===== config.mk =====
export PLATFORM = sky130hd
export DESIGN_NAME = rsc_cmd_detect
export DESIGN_NICKNAME = d
export VERILOG_FILES = /design/src/rtl/rsc_pkg.sv /design/src/rtl/rsc_access_qual.sv /design/src/rtl/rsc_key_match.sv /design/src/rtl/rsc_seq_fsm.sv /design/src/rtl/rsc_cmd_unit.sv /design/src/rtl/rsc_cmd_detect.sv
export SDC_FILE = /design/constraint.sdc
export NUM_CORES = 1
export LEC_CHECK = 0
export BUFFER_PORTS_ARGS = -buffer_cell sky130_fd_sc_hd__buf_2
export CAP_MARGIN = 20
export CORE_MARGIN = 5
export CORE_UTILIZATION = 52
export DETAILED_ROUTE_END_ITERATION = 10
export HOLD_SLACK_MARGIN = 0.02
export PLACE_DENSITY_LB_ADDON = 0.1
export SETUP_SLACK_MARGIN = 0.4
export SLEW_MARGIN = 0
export SYNTH_ARGS = -nofsm -noshare
export SYNTH_HDL_FRONTEND = slang
export SYNTH_HIERARCHICAL = 1
export SYNTH_SLANG_ARGS = --single-unit
export TNS_END_PERCENT = 50

===== constraint.sdc =====
create_clock -name clk -period 4.1 [get_ports clk]
set_clock_uncertainty 0.05 [all_clocks]
set_input_delay 0.82 -clock clk [delete_from_list [all_inputs] [get_ports clk]]
set_output_delay 0.82 -clock clk [all_outputs]
set_load 0.03 [all_outputs]

===== src/rtl/rsc_pkg.sv =====
package rsc_pkg;

    localparam int KEY_HI = 14;
    localparam int KEY_LO = 2;
    localparam int KEY_W  = KEY_HI - KEY_LO + 1;
    localparam int N_LEAD = 5;
    localparam int N_CMD  = 4;

    typedef enum logic [2:0] {
        ST_IDLE = 3'd0,
        ST_K1   = 3'd1,
        ST_K2   = 3'd2,
        ST_K3   = 3'd3,
        ST_K4   = 3'd4,
        ST_K5   = 3'd5,
        ST_LOCK = 3'd6
    } seq_state_e;

    typedef enum logic [2:0] {
        FIRE_NONE   = 3'd0,
        FIRE_STORE  = 3'd1,
        FIRE_RECALL = 3'd2,
        FIRE_AS_OFF = 3'd3,
        FIRE_AS_ON  = 3'd4
    } fire_e;

    function automatic logic [KEY_W-1:0] key_of(input logic [15:0] a);
        return a[KEY_HI:KEY_LO];
    endfunction

    // Lead keys, in the order they must be read.
    function automatic logic [15:0] lead_addr(input int unsigned i);
        case (i)
            0:       return 16'h4E38;
            1:       return 16'hB1C7;
            2:       return 16'h83E0;
            3:       return 16'h7C1F;
            default: return 16'h703F;
        endcase
    endfunction

    // Sixth-step keys; the index maps to FIRE_STORE + index.
    function automatic logic [15:0] cmd_addr(input int unsigned i);
        case (i)
            0:       return 16'h8FC0;
            1:       return 16'h4C63;
            2:       return 16'h8B45;
            default: return 16'h4B46;
        endcase
    endfunction

endpackage


===== src/rtl/rsc_access_qual.sv =====
module rsc_access_qual
    import rsc_pkg::*;
#(
    parameter int ADDR_W = 19
) (
    input  logic              ce_strb,
    input  logic              oe_strb,
    input  logic              sel,
    input  logic              write,
    input  logic [ADDR_W-1:0] addr,
    output logic              rd_ev,
    output logic              wr_ev,
    output logic [KEY_W-1:0]  key
);

    logic any_strb;
    logic unused_addr_bits;

    always_comb begin
        any_strb = (ce_strb | oe_strb) & sel;
        rd_ev    = any_strb & ~write;
        wr_ev    = any_strb & write;
        key      = addr[KEY_HI:KEY_LO];
    end

    assign unused_addr_bits = ^{addr[ADDR_W-1:KEY_HI+1], addr[KEY_LO-1:0]};

endmodule


===== src/rtl/rsc_key_match.sv =====
module rsc_key_match
    import rsc_pkg::*;
(
    input  logic [KEY_W-1:0]  key,
    output logic [N_LEAD-1:0] lead_hit,
    output logic [N_CMD-1:0]  cmd_hit
);

    for (genvar g = 0; g < N_LEAD; g++) begin : g_lead
        assign lead_hit[g] = (key == key_of(lead_addr(g)));
    end

    for (genvar g = 0; g < N_CMD; g++) begin : g_cmd
        assign cmd_hit[g] = (key == key_of(cmd_addr(g)));
    end

endmodule


===== src/rtl/rsc_seq_fsm.sv =====
module rsc_seq_fsm
    import rsc_pkg::*;
(
    input  logic              clk,
    input  logic              rst_n,
    input  logic              rd_ev,
    input  logic              wr_ev,
    input  logic              inhibit,
    input  logic              op_done,
    input  logic [N_LEAD-1:0] lead_hit,
    input  logic [N_CMD-1:0]  cmd_hit,
    output seq_state_e        state,
    output fire_e             fire
);

    seq_state_e nxt;
    logic       step_ok;

    always_ff @(posedge clk) begin
        if (!rst_n) state <= ST_IDLE;
        else        state <= nxt;
    end

    always_comb begin
        fire = FIRE_NONE;
        if (state == ST_K5 && rd_ev && !inhibit) begin
            if      (cmd_hit[0]) fire = FIRE_STORE;
            else if (cmd_hit[1]) fire = FIRE_RECALL;
            else if (cmd_hit[2]) fire = FIRE_AS_OFF;
            else if (cmd_hit[3]) fire = FIRE_AS_ON;
        end
    end

    always_comb begin
        unique case (state)
            ST_IDLE:        step_ok = lead_hit[0];
            ST_K1:          step_ok = lead_hit[1];
            ST_K2:          step_ok = lead_hit[2];
            ST_K3:          step_ok = lead_hit[3];
            ST_K4:          step_ok = lead_hit[4];
            ST_K5, ST_LOCK: step_ok = 1'b0;
            default:        step_ok = 1'b0;
        endcase
    end

    always_comb begin
        nxt = state;
        unique case (state)
            ST_LOCK: begin
                if (op_done) nxt = ST_IDLE;
            end
            ST_IDLE, ST_K1, ST_K2, ST_K3, ST_K4, ST_K5: begin
                if (inhibit || wr_ev) begin
                    nxt = ST_IDLE;
                end else if (rd_ev) begin
                    if (fire == FIRE_STORE || fire == FIRE_RECALL) nxt = ST_LOCK;
                    else if (fire != FIRE_NONE)                    nxt = ST_IDLE;
                    else if (step_ok)                              nxt = seq_state_e'(state + 3'd1);
                    else if (lead_hit[0])                          nxt = ST_K1;
                    else                                           nxt = ST_IDLE;
                end
            end
            default: nxt = ST_IDLE;
        endcase
    end

    assert_inhibit_clears_R10: assert property (@(posedge clk) disable iff (!rst_n)
        (inhibit && state != ST_LOCK) |=> state == ST_IDLE);

    assert_write_aborts_R4: assert property (@(posedge clk) disable iff (!rst_n)
        (wr_ev && state != ST_LOCK) |=> state == ST_IDLE);

    assert_lock_holds_R8: assert property (@(posedge clk) disable iff (!rst_n)
        (state == ST_LOCK && !op_done) |=> state == ST_LOCK);

    assert_lock_releases_R8: assert property (@(posedge clk) disable iff (!rst_n)
        (state == ST_LOCK && op_done) |=> state == ST_IDLE);

endmodule


===== src/rtl/rsc_cmd_unit.sv =====
module rsc_cmd_unit
    import rsc_pkg::*;
#(
    parameter bit AS_RESET = 1'b1
) (
    input  logic  clk,
    input  logic  rst_n,
    input  fire_e fire,
    output logic  cmd_store,
    output logic  cmd_recall,
    output logic  cmd_as_off,
    output logic  cmd_as_on,
    output logic  as_enable
);

    always_ff @(posedge clk) begin
        if (!rst_n) begin
            cmd_store  <= 1'b0;
            cmd_recall <= 1'b0;
            cmd_as_off <= 1'b0;
            cmd_as_on  <= 1'b0;
            as_enable  <= AS_RESET;
        end else begin
            cmd_store  <= (fire == FIRE_STORE);
            cmd_recall <= (fire == FIRE_RECALL);
            cmd_as_off <= (fire == FIRE_AS_OFF);
            cmd_as_on  <= (fire == FIRE_AS_ON);
            if (fire == FIRE_AS_OFF)     as_enable <= 1'b0;
            else if (fire == FIRE_AS_ON) as_enable <= 1'b1;
        end
    end

    assert_one_cmd_R7: assert property (@(posedge clk) disable iff (!rst_n)
        $onehot0({cmd_store, cmd_recall, cmd_as_off, cmd_as_on}));

    assert_single_pulse_R7: assert property (@(posedge clk) disable iff (!rst_n)
        (cmd_store || cmd_recall || cmd_as_off || cmd_as_on)
        |=> !(cmd_store || cmd_recall || cmd_as_off || cmd_as_on));

    assert_as_off_R9: assert property (@(posedge clk) disable iff (!rst_n)
        cmd_as_off |-> !as_enable);

    assert_as_on_R9: assert property (@(posedge clk) disable iff (!rst_n)
        cmd_as_on |-> as_enable);

    assert_as_kept_R9: assert property (@(posedge clk) disable iff (!rst_n)
        (cmd_store || cmd_recall) |-> $stable(as_enable));

endmodule


===== src/rtl/rsc_cmd_detect.sv =====
module rsc_cmd_detect
    import rsc_pkg::*;
#(
    parameter int ADDR_W   = 19,
    parameter bit AS_RESET = 1'b1
) (
    input  logic              clk,
    input  logic              rst_n,
    input  logic              acc_ce_strb,
    input  logic              acc_oe_strb,
    input  logic              acc_sel,
    input  logic              acc_write,
    input  logic [ADDR_W-1:0] acc_addr,
    input  logic              seq_inhibit,
    input  logic              op_done,
    output logic              cmd_store,
    output logic              cmd_recall,
    output logic              cmd_as_off,
    output logic              cmd_as_on,
    output logic              io_lock,
    output logic              as_enable
);

    logic              rd_ev;
    logic              wr_ev;
    logic [KEY_W-1:0]  key;
    logic [N_LEAD-1:0] lead_hit;
    logic [N_CMD-1:0]  cmd_hit;
    seq_state_e        fsm_state;
    fire_e             fire;

    rsc_access_qual #(.ADDR_W(ADDR_W)) u_qual (
        .ce_strb (acc_ce_strb),
        .oe_strb (acc_oe_strb),
        .sel     (acc_sel),
        .write   (acc_write),
        .addr    (acc_addr),
        .rd_ev   (rd_ev),
        .wr_ev   (wr_ev),
        .key     (key)
    );

    rsc_key_match u_match (
        .key      (key),
        .lead_hit (lead_hit),
        .cmd_hit  (cmd_hit)
    );

    rsc_seq_fsm u_fsm (
        .clk      (clk),
        .rst_n    (rst_n),
        .rd_ev    (rd_ev),
        .wr_ev    (wr_ev),
        .inhibit  (seq_inhibit),
        .op_done  (op_done),
        .lead_hit (lead_hit),
        .cmd_hit  (cmd_hit),
        .state    (fsm_state),
        .fire     (fire)
    );

    rsc_cmd_unit #(.AS_RESET(AS_RESET)) u_cmd (
        .clk        (clk),
        .rst_n      (rst_n),
        .fire       (fire),
        .cmd_store  (cmd_store),
        .cmd_recall (cmd_recall),
        .cmd_as_off (cmd_as_off),
        .cmd_as_on  (cmd_as_on),
        .as_enable  (as_enable)
    );

    assign io_lock = (fsm_state == ST_LOCK);

    assert_cmd_after_k5_R2: assert property (@(posedge clk) disable iff (!rst_n)
        (cmd_store || cmd_recall || cmd_as_off || cmd_as_on) |-> $past(fsm_state == ST_K5));

    assert_lock_with_cmd_R8: assert property (@(posedge clk) disable iff (!rst_n)
        (cmd_store || cmd_recall) |-> io_lock);

    assert_no_cmd_locked_R8: assert property (@(posedge clk) disable iff (!rst_n)
        $past(io_lock) |-> !(cmd_store || cmd_recall || cmd_as_off || cmd_as_on));

endmodule


* Word-level counts from Yosys, hierarchy flattened
Cells that the tools add are included.
** Storage, ports and cells
- Bits in latches :: 0
- Memories :: 0
- Output and inout bits :: 6
- Logic and storage cells :: 59
- Memory bits (writable) :: 0
- Bits of input ports :: 27
- Bits in read-only memories :: 0
- Flip-flop bits (word level) :: 8
** Cells by class
- Divide/modulo/power cells :: 0
- Multiply operators :: 0
- Bitwise operators :: 5
- Order comparisons :: 0
- Multiplexer cells :: 16
- Equality and inequality tests :: 21
- Shift-type cells :: 0
- Add/sub/neg operators :: 1
- Reductions and logical operators :: 10
** Operators by type and width (count)
- equality test 13 bit (second input constant) :: 5
- 2-to-1 mux 3 bit :: 11
- equality test 13 x 10 -> 1 bit (second input constant) :: 2
- equality test 13 x 12 -> 1 bit (second input constant) :: 1
- equality test 13 x 8 -> 1 bit (second input constant) :: 1
- equality test 3 x 2 -> 1 bit (second input constant) :: 4
- equality test 3 bit (second input constant) :: 4
- equality test 3 x 1 -> 1 bit (second input constant) :: 2
- case mux 3 bit (2 select lines) :: 1
- OR reduction 6 bit :: 1
- case mux 1 bit (5 select lines) :: 1
- adder 3 x 1 -> 3 bit (second input constant) :: 1
- AND 1 bit :: 3
- zero test 3 bit :: 1
- 2-to-1 mux 1 bit :: 3
- inequality test 3 x 1 -> 1 bit (second input constant) :: 1
- nonzero test 3 bit :: 1
- logical AND 1 bit :: 2
- logical OR 1 bit :: 2
- inequality test 2 bit (second input constant) :: 1
- AND reduction 2 bit :: 1
- nonzero test 2 bit :: 1
- zero test 1 bit :: 1
- NOT 1 bit :: 1
- OR 1 bit :: 1

* Depth between registers and ports, before layout
- Word-level depth :: 12
- Depth in mapped cells :: 9
- Mapped depth without buffers :: 8

* Cells and area by module
Netlist, hierarchy kept.
** Modules (own cells, without submodules)
- rsc_seq_fsm :: instances 1, cells an instance 47, area each 377.9 um2, sequential area each 60.1 um2
- rsc_key_match :: instances 1, cells an instance 27, area each 216.5 um2, sequential area each 0.0 um2
- rsc_cmd_unit :: instances 1, cells an instance 14, area each 178.9 um2, sequential area each 100.1 um2
- rsc_access_qual :: instances 1, cells an instance 17, area each 117.6 um2, sequential area each 0.0 um2
- rsc_cmd_detect :: instances 1, cells an instance 1, area each 8.8 um2, sequential area each 0.0 um2

* Least setup slack after synthesis
OpenSTA, ideal clock, no wires.
- Kind :: input -> register
- From :: in acc_addr[3]
- To :: reg u_cmd.as_enable
- Setup time :: 0.118 ns
- Stages :: 7
- Arrival :: 2.544 ns
- Required time :: 3.932 ns
- Path slack :: 1.388 ns
- Buffers on the path :: 1
- Path through :: buf_4 or4b_1 nor4_1 nor2_1 nor3_1 a21boi_1 o21ai_1
** On the way
- Elaborated cells between the ends (all ways) :: 13
- Classes of those cells :: eq/ne (6); mux (6); reduce/logical (1)
** RTL lines
- start, declared :: line rsc_cmd_detect.sv:13 : input logic [ADDR_W-1:0] acc_addr,
- equality test 13 bit * :: line rsc_key_match.sv:14 : assign cmd_hit[g] = (key == key_of(cmd_addr(g)));
- named net cmd_hit[1] :: line rsc_cmd_detect.sv:28 : logic [N_CMD-1:0] cmd_hit;
- 2-to-1 mux 3 bit * :: line rsc_seq_fsm.sv:28 : else if (cmd_hit[1]) fire = FIRE_RECALL;
- 2-to-1 mux 3 bit * :: line rsc_seq_fsm.sv:27 : if (cmd_hit[0]) fire = FIRE_STORE;
- 2-to-1 mux 3 bit * :: line rsc_seq_fsm.sv:26 : if (state == ST_K5 && rd_ev && !inhibit) begin
- named net fire[1] :: line rsc_cmd_detect.sv:30 : fire_e fire;
- equality test 3 x 2 -> 1 bit / equality test 3 bit (equally long branches) :: line rsc_cmd_unit.sv:28, rsc_cmd_unit.sv:29
- 2-to-1 mux 1 bit / nonzero test 2 bit (equally long branches)
- end signal, assigned :: line rsc_cmd_unit.sv:22 : as_enable <= AS_RESET;
- end signal, assigned :: line rsc_cmd_unit.sv:28 : if (fire == FIRE_AS_OFF) as_enable <= 1'b0;
- end signal, assigned :: line rsc_cmd_unit.sv:29 : else if (fire == FIRE_AS_ON) as_enable <= 1'b1;
- end, declared :: line rsc_cmd_unit.sv:13 : output logic as_enable
The timed path passes the listed nets; every way through them passes the cells marked *.
A chain may end at the register's enable or synchronous reset.

* Worst setup path in the final report
Ends and elaborated chain as after synthesis.

==> metrics.cfg <==
[floorplan]
die_h_um=51.6
num_rows=15
dieArea_um2=2660
core_area_um2=1690
die_w_um=51.6
io_pins=33
start_util=0.533

[place]
placed_area_um2=953
place.gp.congestion=0.806
dp_hpwl_um=1540
portBuffers=26
place_ws_ns=1.11

[global_route]
grt_use_total=0.159
grt_pass1_vias=745
grt_max_degree=10
overflow=0
antenna_found_initial=0
grt_pass1_wl_um=3240

[logic_synthesis]
syn_area_um2=900
synth_nets=138
synthArstFlopShare=0
synth_mux_area_frac=0.0167
yosys.area_share.adder=0.0695
yosys.cell_types.count=40
synthXorXnorAreaFrac=0
syn_inst=106
synth_top_family_by_area=simple AND/OR/NAND/NOR gates
syn_area_per_cell_um2=8.49
yosysSeqAreaShare=0.178
ys_warn_count=6
ys_ff_latch=8
synth_ff_type=dfxtp_1
yosys.area_share.simple=0.416
synth_compound_area_frac=0.178
synth_edf_count=0

[route]
drt-wirelength-per-cell_um=13.5
vias=855
routed_via_density=6.15
dr.pass1.iters=4
drcViolationCount=0
finalWirelength_um=1880
drtIter0Drc=20
drtAntennaViolNets=0

[timing]
fmax_mhz=362
rsz0062_at_grt=false
fin_crit_ns=2.77
maxSlewHeadroom=0.523
worst_pin_slew_ns=0.709
setup_ws_ns=1.33
setup_viol=0
fin_setup_tns_ns=0
hold_viol_final=0
period_share=0.674
slew_violations=0

[setup_path]
max_stage_delay_ns=0.55
cpMaxStageDelayCell=or4b_1
start_kind=input port
critPathArrivalTime_ns=2.85
worstSetupPathType=input port to register
cp_max_fo=5
cp.required_ns=4.18
cp-end-kind=register
crit_chain=buf_2 -> or4b_1 -> nor4_1 -> nor2_1 -> nor3_1 -> a21boi_1 -> o21ai_1

[clock_network]
cts_tree=done
clockBufferDepth=2
clock-root-buffer=clkbuf_4
cts_buffers=3
ctsResizeCount=0
hold_buffers=0
htreeDepth=1
post_cts_buffers=0
clock_latency_ns=0.24
clock_sinks=8
clk_pin_slew_ns=0.05

[final_layout]
multi_input_area_um2=612
final_common_cell=buf_2
final_area_um2=976
drive_above_1_share=0.344
num_antenna_cells=0
syn_to_final_growth_pct=8.48
layout_common_cells=buf_2 (26), nor4_1 (9), inv_1 (8), dfxtp_1 (8), nor2_1 (6)
seq_area_um2=160
fillers=166
final_nets=156

[pwr]
power_uw=167
ir_drop_mv=0.261
p_per_area_nw_per_um2=172
p_leak_nw=0.350

[outcome]
outcome=complete, no violations

[run]
maxCapViolCount=0

[hold_path]
min_path_type=register to register

registers in the layout, summed over array words and instances (netlist names):
signal,count
u_fsm/state,3
u_cmd/as_enable,1
u_cmd/cmd_as_on,1
u_cmd/cmd_as_off,1
u_cmd/cmd_recall,1
u_cmd/cmd_store,1
final cells by class:
cell class              count  share of cell area
clock buffers               3              0.0231
inverters                   8              0.0308
multi-input cells          77               0.627
flip-flops and latches      8               0.164
well taps                  17              0.0218
repair buffers             26               0.133
worst max-delay path, delay by kind of cell:
kind,cells,cell delay (ns)
simple gates,4,1.61
compound gates,2,0.30
buf+inv,1,0.12
logic make-up after synthesis:
group / after synthesis
buffers and inverters: 21
AOI/OAI and AO/OA: 22
adders and majority gates: 5
muxes: 1
and+or+nand+nor: 49
DFF: 8
power by group:
part | internal, mW | switching [mW]
sequential | 0.0780 | 0.000189
clock | 0.0333 | 0.0235
combinational | 0.0158 | 0.0166
metal layers:
layer | GRT usage | routed length [um] | vias up
li1 | - | - | 436
met1 | 0.206 | 905 | 393
met2 | 0.252 | 846 | 24
met3 | 0.0458 | 121 | 2
met4 | 0.0524 | 8 | 0
met5 | 0 | 0 | -
path summary, 6_finish.rpt:
path | startpoint | endpoint | slack [ns] | cells past startpoint
setup / recovery | acc_addr[3] | u_cmd/as_enable$_SDFFE_PN1P_ | 1.33 | 7
hold / removal | u_cmd/as_enable$_SDFFE_PN1P_ | u_cmd/as_enable$_SDFFE_PN1P_ | 0.48 | 2
setup reg to reg | u_fsm/state[0]$_SDFFE_PN0P_ | u_cmd/as_enable$_SDFFE_PN1P_ | 2.18 | 6
hold reg to reg | u_cmd/as_enable$_SDFFE_PN1P_ | u_cmd/as_enable$_SDFFE_PN1P_ | 0.48 | 2
stage by stage:
step	cells	hold WS [ns]	utilization
finish	139	0.476	0.578
detailed placement	136	0.464	0.564
CTS	139	0.480	0.578
floorplan	106	0.488	-
global placement	136	0.458	0.564
global route	139	0.545	0.578
synthesized netlist by cell type, types with 3 or more instances:
cell type,number,share of area
nor4_1,9,0.063
nand4b_1,3,0.029
dfxtp_1,8,0.18
a21oi_1,5,0.028
ha_1,5,0.070
buf_4,13,0.11
nand3b_1,4,0.033
o21ai_0,3,0.017
nor2_1,6,0.025
nand4bb_1,3,0.038
o22ai_1,3,0.021
inv_1,8,0.033
No activity file was read; power rests on OpenSTA's default activity.
